<file path="config.mk">
export PLATFORM = sky130hd
export DESIGN_NAME = bt656_gen
export DESIGN_NICKNAME = d
export VERILOG_FILES = /design/src/rtl/bt656_pkg.sv /design/src/rtl/bt656_raster.sv /design/src/rtl/bt656_fetch.sv /design/src/rtl/bt656_format.sv /design/src/rtl/bt656_gen.sv
export SDC_FILE = /design/constraint.sdc
export NUM_CORES = 1
export LEC_CHECK = 0
export ABC_AREA = 1
export BUFFER_PORTS_ARGS = -buffer_cell sky130_fd_sc_hd__buf_2
export CAP_MARGIN = 10
export CORE_MARGIN = 8
export CORE_UTILIZATION = 50
export CTS_CLUSTER_SIZE = 12
export DETAILED_ROUTE_END_ITERATION = 16
export PLACE_DENSITY = 0.78
export REMOVE_ABC_BUFFERS = 1
export SYNTH_ARGS = -nofsm -noshare
export SYNTH_HDL_FRONTEND = slang
export SYNTH_SLANG_ARGS = --single-unit
</file>
<file path="constraint.sdc">
create_clock -name clk -period 3.85 [get_ports clk]
set_input_delay 0.1925 -clock clk [delete_from_list [all_inputs] [get_ports clk]]
set_output_delay 0.1925 -clock clk [all_outputs]
set_load 0.05 [all_outputs]
</file>
<file path="src/rtl/bt656_pkg.sv">
package bt656_pkg;

   localparam logic [7:0] BLANK_C = 8'h80;
   localparam logic [7:0] BLANK_Y = 8'h10;
   localparam logic [7:0] CODE_HI = 8'hFF;
   localparam logic [7:0] CODE_LO = 8'h00;

   // protection byte of a timing code
   function automatic logic [7:0] code_xy(input logic f, input logic v, input logic h);
      return {1'b1, f, v, h, v ^ h, f ^ h, f ^ v, f ^ v ^ h};
   endfunction

   // word idx (0..3) of a four-byte timing code
   function automatic logic [7:0] code_word(input int idx, input logic [7:0] xy);
      logic [7:0] w;
      case (idx)
         0:       w = CODE_HI;
         1, 2:    w = CODE_LO;
         default: w = xy;
      endcase
      return w;
   endfunction

   // keep reserved code values out of the sample data
   function automatic logic [7:0] clamp_sample(input logic [7:0] b);
      logic [7:0] r;
      if (b == 8'h00)      r = 8'h01;
      else if (b == 8'hFF) r = 8'hFE;
      else                 r = b;
      return r;
   endfunction

endpackage

</file>
<file path="src/rtl/bt656_raster.sv">
module bt656_raster #(
   parameter int WORDS      = 1716,
   parameter int LINES      = 525,
   parameter int FLD0_FIRST = 3,
   parameter int FLD1_FIRST = 265,
   parameter int VB0_END    = 19,
   parameter int VB1_FIRST  = 263,
   parameter int VB1_END    = 282,
   parameter int HW         = $clog2(WORDS),
   parameter int LW         = $clog2(LINES)
) (
   input  logic          clk,
   input  logic          rst,
   output logic [HW-1:0] h_pos,
   output logic [LW-1:0] line,
   output logic          fld,
   output logic          vbl
);

   localparam logic [HW-1:0] H_LAST = HW'(WORDS - 1);
   localparam logic [LW-1:0] L_LAST = LW'(LINES - 1);

   always_ff @(posedge clk) begin
      if (rst) begin
         h_pos <= '0;
         line  <= '0;
      end else if (h_pos == H_LAST) begin
         h_pos <= '0;
         line  <= (line == L_LAST) ? '0 : line + 1'b1;
      end else begin
         h_pos <= h_pos + 1'b1;
      end
   end

   always_comb begin
      fld = !(int'(line) >= FLD0_FIRST && int'(line) < FLD1_FIRST);
      vbl = (int'(line) < VB0_END) ||
            (int'(line) >= VB1_FIRST && int'(line) < VB1_END);
   end

endmodule

</file>
<file path="src/rtl/bt656_fetch.sv">
module bt656_fetch
   import bt656_pkg::*;
#(
   parameter int WORDS = 1716,
   parameter int ACT_W = 1440,
   parameter int LEAD  = 4,
   parameter int HW    = $clog2(WORDS),
   parameter int LW    = 10,
   parameter int PW    = 9
) (
   input  logic          clk,
   input  logic          rst,
   input  logic [HW-1:0] h_pos,
   input  logic [LW-1:0] line,
   input  logic          vbl,
   input  logic          fb_valid,
   input  logic [31:0]   fb_data,
   output logic          fb_req,
   output logic [LW-1:0] fb_line,
   output logic [PW-1:0] fb_pair,
   output logic          take,
   output logic          pair_ok,
   output logic [31:0]   pair_word
);

   localparam int ACT_START = WORDS - ACT_W;

   int          rel_req;
   int          rel_cur;
   logic        pending;
   logic        have;
   logic        capture;
   logic [31:0] held;
   logic [31:0] clamped;

   always_comb begin
      rel_req = int'(h_pos) + LEAD - ACT_START;
      rel_cur = int'(h_pos) - ACT_START;
   end

   assign fb_req  = !vbl && rel_req >= 0 && rel_req < ACT_W && (rel_req & 3) == 0;
   assign fb_pair = PW'(rel_req >> 2);
   assign fb_line = line;
   assign take    = !vbl && rel_cur >= 0 && (rel_cur & 3) == 0;
   assign capture = fb_valid && pending && !take;

   for (genvar g = 0; g < 4; g++) begin : g_lane
      assign clamped[g*8 +: 8] = clamp_sample(fb_data[g*8 +: 8]);
   end

   always_ff @(posedge clk) begin
      if (rst) begin
         pending <= 1'b0;
         have    <= 1'b0;
         held    <= '0;
      end else begin
         if (capture) held <= clamped;
         have    <= (have && !take) || capture;
         pending <= fb_req || (pending && !take && !capture);
      end
   end

   assign pair_ok   = have;
   assign pair_word = held;

endmodule

</file>
<file path="src/rtl/bt656_format.sv">
module bt656_format
   import bt656_pkg::*;
#(
   parameter int WORDS = 1716,
   parameter int ACT_W = 1440,
   parameter int HW    = $clog2(WORDS)
) (
   input  logic          clk,
   input  logic          rst,
   input  logic [HW-1:0] h_pos,
   input  logic          fld,
   input  logic          vbl,
   input  logic          take,
   input  logic          pair_ok,
   input  logic [31:0]   pair_word,
   output logic [7:0]    vid_data,
   output logic          vid_underflow
);

   localparam int ACT_START = WORDS - ACT_W;
   localparam int SAV_START = ACT_START - 4;
   localparam logic [23:0] BLANK_TAIL = {BLANK_Y, BLANK_C, BLANK_Y};

   int          hi;
   logic [7:0]  word;
   logic        uf;
   logic [23:0] tail;
   logic [23:0] tail_n;

   always_comb begin
      hi     = int'(h_pos);
      word   = h_pos[0] ? BLANK_Y : BLANK_C;
      uf     = 1'b0;
      tail_n = tail;
      if (hi < 4) begin
         word = code_word(hi, code_xy(fld, vbl, 1'b1));
      end else if (hi >= SAV_START && hi < ACT_START) begin
         word = code_word(hi - SAV_START, code_xy(fld, vbl, 1'b0));
      end else if (take) begin
         if (pair_ok) begin
            word   = pair_word[31:24];
            tail_n = pair_word[23:0];
         end else begin
            word   = BLANK_C;
            tail_n = BLANK_TAIL;
            uf     = 1'b1;
         end
      end else if (hi >= ACT_START && !vbl) begin
         case (h_pos[1:0])
            2'd1:    word = tail[23:16];
            2'd2:    word = tail[15:8];
            2'd3:    word = tail[7:0];
            default: word = BLANK_C;
         endcase
      end
   end

   always_ff @(posedge clk) begin
      if (rst) begin
         vid_data      <= BLANK_Y;
         vid_underflow <= 1'b0;
         tail          <= BLANK_TAIL;
      end else begin
         vid_data      <= word;
         vid_underflow <= uf;
         tail          <= tail_n;
      end
   end

endmodule

</file>
<file path="src/rtl/bt656_gen.sv">
module bt656_gen #(
   parameter int PIX_PER_LINE = 858,
   parameter int ACTIVE_PIX   = 720,
   parameter int LINES        = 525,
   parameter int FLD0_FIRST   = 3,
   parameter int FLD1_FIRST   = 265,
   parameter int VB0_END      = 19,
   parameter int VB1_FIRST    = 263,
   parameter int VB1_END      = 282,
   parameter int LEAD         = 4
) (
   input  logic                            clk,
   input  logic                            rst,
   output logic                            fb_req,
   output logic [$clog2(LINES)-1:0]        fb_line,
   output logic [$clog2(ACTIVE_PIX/2)-1:0] fb_pair,
   input  logic                            fb_valid,
   input  logic [31:0]                     fb_data,
   output logic [7:0]                      vid_data,
   output logic                            vid_underflow
);

   localparam int WORDS = 2 * PIX_PER_LINE;
   localparam int ACT_W = 2 * ACTIVE_PIX;
   localparam int HW    = $clog2(WORDS);
   localparam int LW    = $clog2(LINES);
   localparam int PW    = $clog2(ACTIVE_PIX / 2);

   if (PIX_PER_LINE % 2 != 0) begin : g_bad_ppl
      $error("PIX_PER_LINE must be even");
   end
   if (ACTIVE_PIX % 2 != 0 || ACTIVE_PIX < 4) begin : g_bad_act
      $error("ACTIVE_PIX must be even and at least 4");
   end
   if (WORDS - ACT_W < 8) begin : g_bad_blank
      $error("horizontal blanking too short for two timing codes");
   end
   if (LEAD < 2 || LEAD > 4) begin : g_bad_lead
      $error("LEAD must lie in 2..4");
   end
   if (!(FLD0_FIRST < FLD1_FIRST && FLD1_FIRST <= LINES &&
         VB0_END <= VB1_FIRST && VB1_FIRST <= VB1_END && VB1_END <= LINES)) begin : g_bad_lines
      $error("field or vertical blanking ranges out of order");
   end

   logic [HW-1:0] h_pos;
   logic [LW-1:0] line;
   logic          fld;
   logic          vbl;
   logic          take;
   logic          pair_ok;
   logic [31:0]   pair_word;

   bt656_raster #(
      .WORDS(WORDS), .LINES(LINES),
      .FLD0_FIRST(FLD0_FIRST), .FLD1_FIRST(FLD1_FIRST),
      .VB0_END(VB0_END), .VB1_FIRST(VB1_FIRST), .VB1_END(VB1_END),
      .HW(HW), .LW(LW)
   ) u_raster (
      .clk(clk), .rst(rst), .h_pos(h_pos), .line(line), .fld(fld), .vbl(vbl)
   );

   bt656_fetch #(
      .WORDS(WORDS), .ACT_W(ACT_W), .LEAD(LEAD), .HW(HW), .LW(LW), .PW(PW)
   ) u_fetch (
      .clk(clk), .rst(rst), .h_pos(h_pos), .line(line), .vbl(vbl),
      .fb_valid(fb_valid), .fb_data(fb_data),
      .fb_req(fb_req), .fb_line(fb_line), .fb_pair(fb_pair),
      .take(take), .pair_ok(pair_ok), .pair_word(pair_word)
   );

   bt656_format #(
      .WORDS(WORDS), .ACT_W(ACT_W), .HW(HW)
   ) u_format (
      .clk(clk), .rst(rst), .h_pos(h_pos), .fld(fld), .vbl(vbl),
      .take(take), .pair_ok(pair_ok), .pair_word(pair_word),
      .vid_data(vid_data), .vid_underflow(vid_underflow)
   );

endmodule

</file>
Word level (Yosys, flattened, before mapping)
Cells that the tools add are included.
Widths: inputs -> output; s select.

word-level totals
  register bits = 88
  bits in latches = 0
  memory bits (writable) = 0
  bits in read-only memories = 0
  input port bits = 35
  output and inout port bits = 29
  logic and storage cells = 99
  memories = 0

operators by class
  add/subtract/negate cells = 6
  multipliers = 0
  divide/modulo/power cells = 0
  order comparisons = 12
  equal/unequal tests = 13
  shifts and indexed selects = 0
  mux-type cells = 20
  bitwise logic cells = 6
  reductions and logical operators = 34

operator list
  operator                count
  $mux 8                  14
  $logic_not 32->1        3
  $ge 32x1->1 const B     2
  $eq 32x1->1 const B     1
  $eq 32x2->1 const B     1
  $eq 8x8->1 const B      4
  $logic_not 8->1         4
  $lt 32x12->1 const B    1
  $pmux 8 s2              2
  $sub 32x10->32 const B  1
  $mux 24                 1
  $pmux 8 s3              1
  $sub 11x9->12 const B   2
  $ge 11x9->1 const B     2
  $lt 10x9->1 const B     2
  $logic_and 1x1->1       14
  $add 11x3->12 const B   1
  $add 11x1->11 const B   1
  $eq 11x1->1 const B     1
  $eq 11x11->1 const B    1
  $eq 11x2->1 const B     1
  $logic_not 11->1        1
  $lt 11x3->1 const B     1
  $lt 11x9->1 const B     1
  16 further kinds        28

Depth between registers and ports, before layout
  depth in word-level cells = 11
  gate-level depth with buffers = 17
  gate-level depth less buffers = 17

Modules after synthesis
Synthesis repeated with hierarchy kept, for this count alone.

second synthesis, totals
  cell total of the unflattened synthesis = 719
  area, all modules = 4931.0 µm²

modules (own cells, without submodules)
  module        times used  cells each  area an instance (µm²)  sequential area each (µm²)
  bt656_format  1           282         1875.5                  660.6
  bt656_fetch   1           255         1806.7                  680.7
  bt656_raster  1           182         1248.7                  420.4

Worst setup path before layout
No wires, ideal clock.

  kind = flip-flop to output port
  start = register u_raster.h_pos[4]
  end = output fb_req
  arrival time = 2317 ps
  data required time = 3658 ps
  slack = 1340 ps
  cell stages (with the launch flop) = 14
  buffers on the path = 1
  path through = dfxtp_1 > buf_4 > inv_1 > or2_2 > nand3_1 > nor2_1 > nand2_1 > nand2_1 > nand2_1 > nand2_1 > nand2_1 > nand2_1 > nand2_1 > inv_1

between the ends
  cells in the longest elaborated chain, start to end = 6
  elaborated cells between the ends (all ways) = 7
  those cells by class = 2 x add/sub; 2 x order compare; 3 x reduce/logical

RTL lines
  item                                 line                text
  start: declaration                   bt656_raster.sv:14  output logic [HW-1:0] h_pos,
  start signal: assignment             bt656_raster.sv:31  h_pos <= h_pos + 1'b1;
  $add 11x3->12 (*)                    bt656_fetch.sv:37   rel_req = int'(h_pos) + LEAD - ACT_START;
  $sub 32x10->32 (*)                   bt656_fetch.sv:37
  via fb_pair[2]                       bt656_gen.sv:16     output logic [$clog2(ACTIVE_PIX/2)-1:0] fb_pair,
  $ge 32x1->1                          bt656_fetch.sv:41   assign fb_req = !vbl && rel_req >= 0 && rel_req < ACT_W && (rel_req & 3) == 0;
  $logic_and 1x1->1                    bt656_fetch.sv:41
  $logic_and 1x1->1 (*) (2 in series)  bt656_fetch.sv:41
  end: declaration                     bt656_gen.sv:14     output logic fb_req,

The timed path passes the listed nets; every way through them passes the cells marked *.

Worst setup path in the final report
  start = register u_raster.h_pos[2]
  end = output fb_req

between the ends
  cells in the longest elaborated chain, start to end = 6
  elaborated cells between the ends (all ways) = 7
  those cells by class = 2 x add/sub; 2 x order compare; 3 x reduce/logical

RTL lines
  item                                 line
  $add 11x3->12 (*)                    bt656_fetch.sv:37
  $sub 32x10->32 (*)                   bt656_fetch.sv:37
  $ge 32x1->1                          bt656_fetch.sv:41
  $logic_and 1x1->1                    bt656_fetch.sv:41
  $logic_and 1x1->1 (*) (2 in series)  bt656_fetch.sv:41

Every way passes the cells marked *; elsewhere a longest branch is shown, timed or not.

==> metrics.md <==
| Metric | Value |
|---|---|
| Ys flop type | dfxtp_1 |
| PostCTS Resize Cnt | 0 |
| Clock Skew | 0.00962 ns |
| Area grow syn2layout | 9.91% |
| Max-slew violation count | 0 |
| Final #Nets | 821 |
| Clock slew at reported path FFs | 0.10 ns |
| Area taken by multi-input logic gates | 0.00280 mm2 |
| Peak supply drop | 0.234 mV |
| Post-route antenna net violation count | 0 |
| Worst slew margin | 0.581 |
| Bufs and invs on worst path | 6 |
| Critical path class | flip-flop to primary output |
| Register area | 0.00176 mm2 |
| GRT Residual Overflow | 0 |
| Final setup margin | 0.708 ns |
| Hold Violations, Final | 0 |
| Crit share post-route | 0.816 |
| CP required | 3.66 ns |
| Vias | 4872 |
| Synth top area cells | dfxtp_1 35%, nand2_1 13%, nor2_1 5.6% |
| Clock Root Buffer | clkbuf_8 |
| Library cells used by synthesis | 43 |
| Gp weighted congestion | 0.902 |
| Crit start category | flip-flop |
| Top cell by count, worst path | inv_1 |
| Post-synth ARST share | 0 |
| Hold crit path type | primary input to flip-flop |
| Setup tns final | 0 ns |
| Fraction of layout cells with a size suffix above 1 | 0.204 |
| Top-count cell post-synth | nand2_1 |
| Final WL | 12400 um |
| CP delay by family, top | simple AND/OR/NAND/NOR gates |
| DP Worst Slack | 1.13 ns |
| First-pass DRT Iterations | 6 |
| Core Region | 0.0101 mm2 |
| Post-synth EDFFs | 0 |
| H-Tree Depth | 3 |
| CP cell instances | inv_1 > ha_1 > inv_1 > nand2_1 > nand2_1 > nor2_1 > inv_1 > nand3_1 > nand2_1 > inv_1 > nor3_1 > ha_1 > nand4_1 > a21oi_1 > nand2_1 > inv_1 > buf_2 |
| Hold_buf cts | 0 |
| Max Root-Sink Buffers | 2 |
| Die X | 117 um |
| I/O Buffers | 63 |
| CTS tree | yes |
| Worst path max stage delay | 0.51 ns |
| Initial antenna violation count | 0 |
| Row count | 37 |
| # diodes | 0 |
| Global-route wire length before repair | 20900 um |
| Detailed Place HPWL | 9510 um |
| Initial DRC count | 483 |
| Drc violations | 0 |
| Vias per cell | 5.32 |
| Crit end category | primary output |
| Starting density of the core | 0.504 |
| Status | finished clean |
| Flops & latches, synth | 88 |
| Fillers | 990 |
| WP data arrival | 2.95 ns |
| Unrepaired setup endpoints after global routing | no |
| Max-Cap Viols | 0 |
| Cell taking the most area after synthesis | dfxtp_1 |
| Synth Instances | 726 |
| Cell Pwr Density | 337 mW/mm2 |
| F_max | 318 MHz |
| Largest net degree at the start of global routing | 47 |
| Die area | 0.0137 mm2 |
| Synth top cells by count | 173 x nand2_1, 88 x dfxtp_1, 76 x nor2_1, 67 x inv_1, 46 x nand3_1 |
| Post-synth top area share | 0.346 |
| Min Tclk post-route | 3.14 ns |
| CP max-delay cell | dfxtp_1 |
| Leak Pwr | 2.49 nW |
| Sequential-to-total area share from yosys stat | 0.346 |
| Clk sinks | 88 |
| Slew @ Worst Pin | 0.629 ns |
| Syn avg cell area | 7.01 um2 |
| Die height | 117 um |
| Final setup viols | 0 |
| Post-CTS Setup Repair Bufs | 0 |
| CTS buffer count | 9 |
| Clock Latency Late Sink | 0.37 ns |
| Global Route Usage Sum | 0.188 |
| WL per Instance | 13.5 um |
| Vias in the first global route | 4728 |
| Syn Std Cell Area | 0.00509 mm2 |
| Crit Path Max Fanout | 9 |
| Top-level port count | 64 |
| Synth Warn # | 0 |
[cell usage in the layout (no fill, tap or decap), types with 16 or more instances in the layout]
cell,count
inv_1,67
nand2_2,21
nor3_1,16
a21oi_2,18
nor2_1,76
nand4_1,20
o21ai_0,32
o21ai_1,20
a21oi_1,43
dfxtp_1,88
nand2_1,173
nand3_1,46
buf_2,63
[final cells by class]
type / count / area share
inverters: 81 / 0.0584
flip-flops and latches: 88 / 0.315
multi-input cells: 529 / 0.500
well taps: 136 / 0.0304
clock inverters: 7 / 0.0139
repair buffers: 66 / 0.0604
clock buffers: 9 / 0.0221
[where the power goes]
part           internal, mW  switching [mW]
Clock                 0.307           0.360
Combinational        0.0777           0.201
Sequential            0.927          0.0113
[cell families (layout without fill, tap and decap cells)]
logic type                 after synthesis  count (layout)  share of synthesized area
xor gates and xnor gates                 5               5                    0.00861
buffers and inverters                  109             163                      0.105
AOI/OAI and AO/OA                      127             127                      0.148
and+or+nand+nor                        386             386                      0.366
adders and majority gates               11              11                     0.0270
DFF                                     88              88                      0.346
[tightest hold or removal path, stage by stage]
cell and delay [ns]:
buf_2 0.10, nor2_1 0.04, nor2_1 0.08
[state kept, by name, indices dropped and copies added, names as in the netlist]
name                    flops
u_fetch.pair_ok             1
u_fetch.pair_word          32
u_fetch.pending             1
u_format.tail              24
u_format.vid_data           8
u_format.vid_underflow      1
u_raster.h_pos             11
u_raster.line              10
[metrics by stage]
stage / cell area [um2] / std cells / util / hold slack [ns] / power [mW]
4_1_cts: 5590 / 916 / 0.554 / 0.0786 / 1.89
3_5_place_dp: 5390 / 900 / 0.534 / 0.449 / 1.24
6_report: 5590 / 916 / 0.554 / 0.0778 / 1.88
3_3_place_gp: 5390 / 900 / 0.534 / 0.438 / 1.23
2_1_floorplan: 4880 / 698 / - / 0.255 / 1.15
5_1_grt: 5590 / 916 / 0.554 / 0.0895 / 1.96
[final timing paths]
check / start / end / slack, ns / depth (start not counted)
worst min register to register: u_fetch.pair_word[14] / u_format.tail[14] / 0.46 / 2
worst max register to register: u_raster.h_pos[2] / u_fetch.pending / 1.38 / 16
worst max-delay path: u_raster.h_pos[2] / fb_req / 0.71 / 17
worst min-delay path: fb_data[21] / u_fetch.pair_word[21] / 0.08 / 3
[per-layer routing]
| layer | vias to the layer above | part of all wire | routed length [um] | track usage |
|---|---|---|---|---|
| met5 | - | 0 | 0 | 0 |
| met4 | 0 | 0.018 | 221 | 0.0597 |
| met3 | 20 | 0.045 | 556 | 0.0359 |
| met2 | 140 | 0.50 | 6180 | 0.338 |
| met1 | 2230 | 0.44 | 5460 | 0.220 |
| li1 | 2482 | - | - | - |
Note: power is estimated with default switching activity, not from simulation.
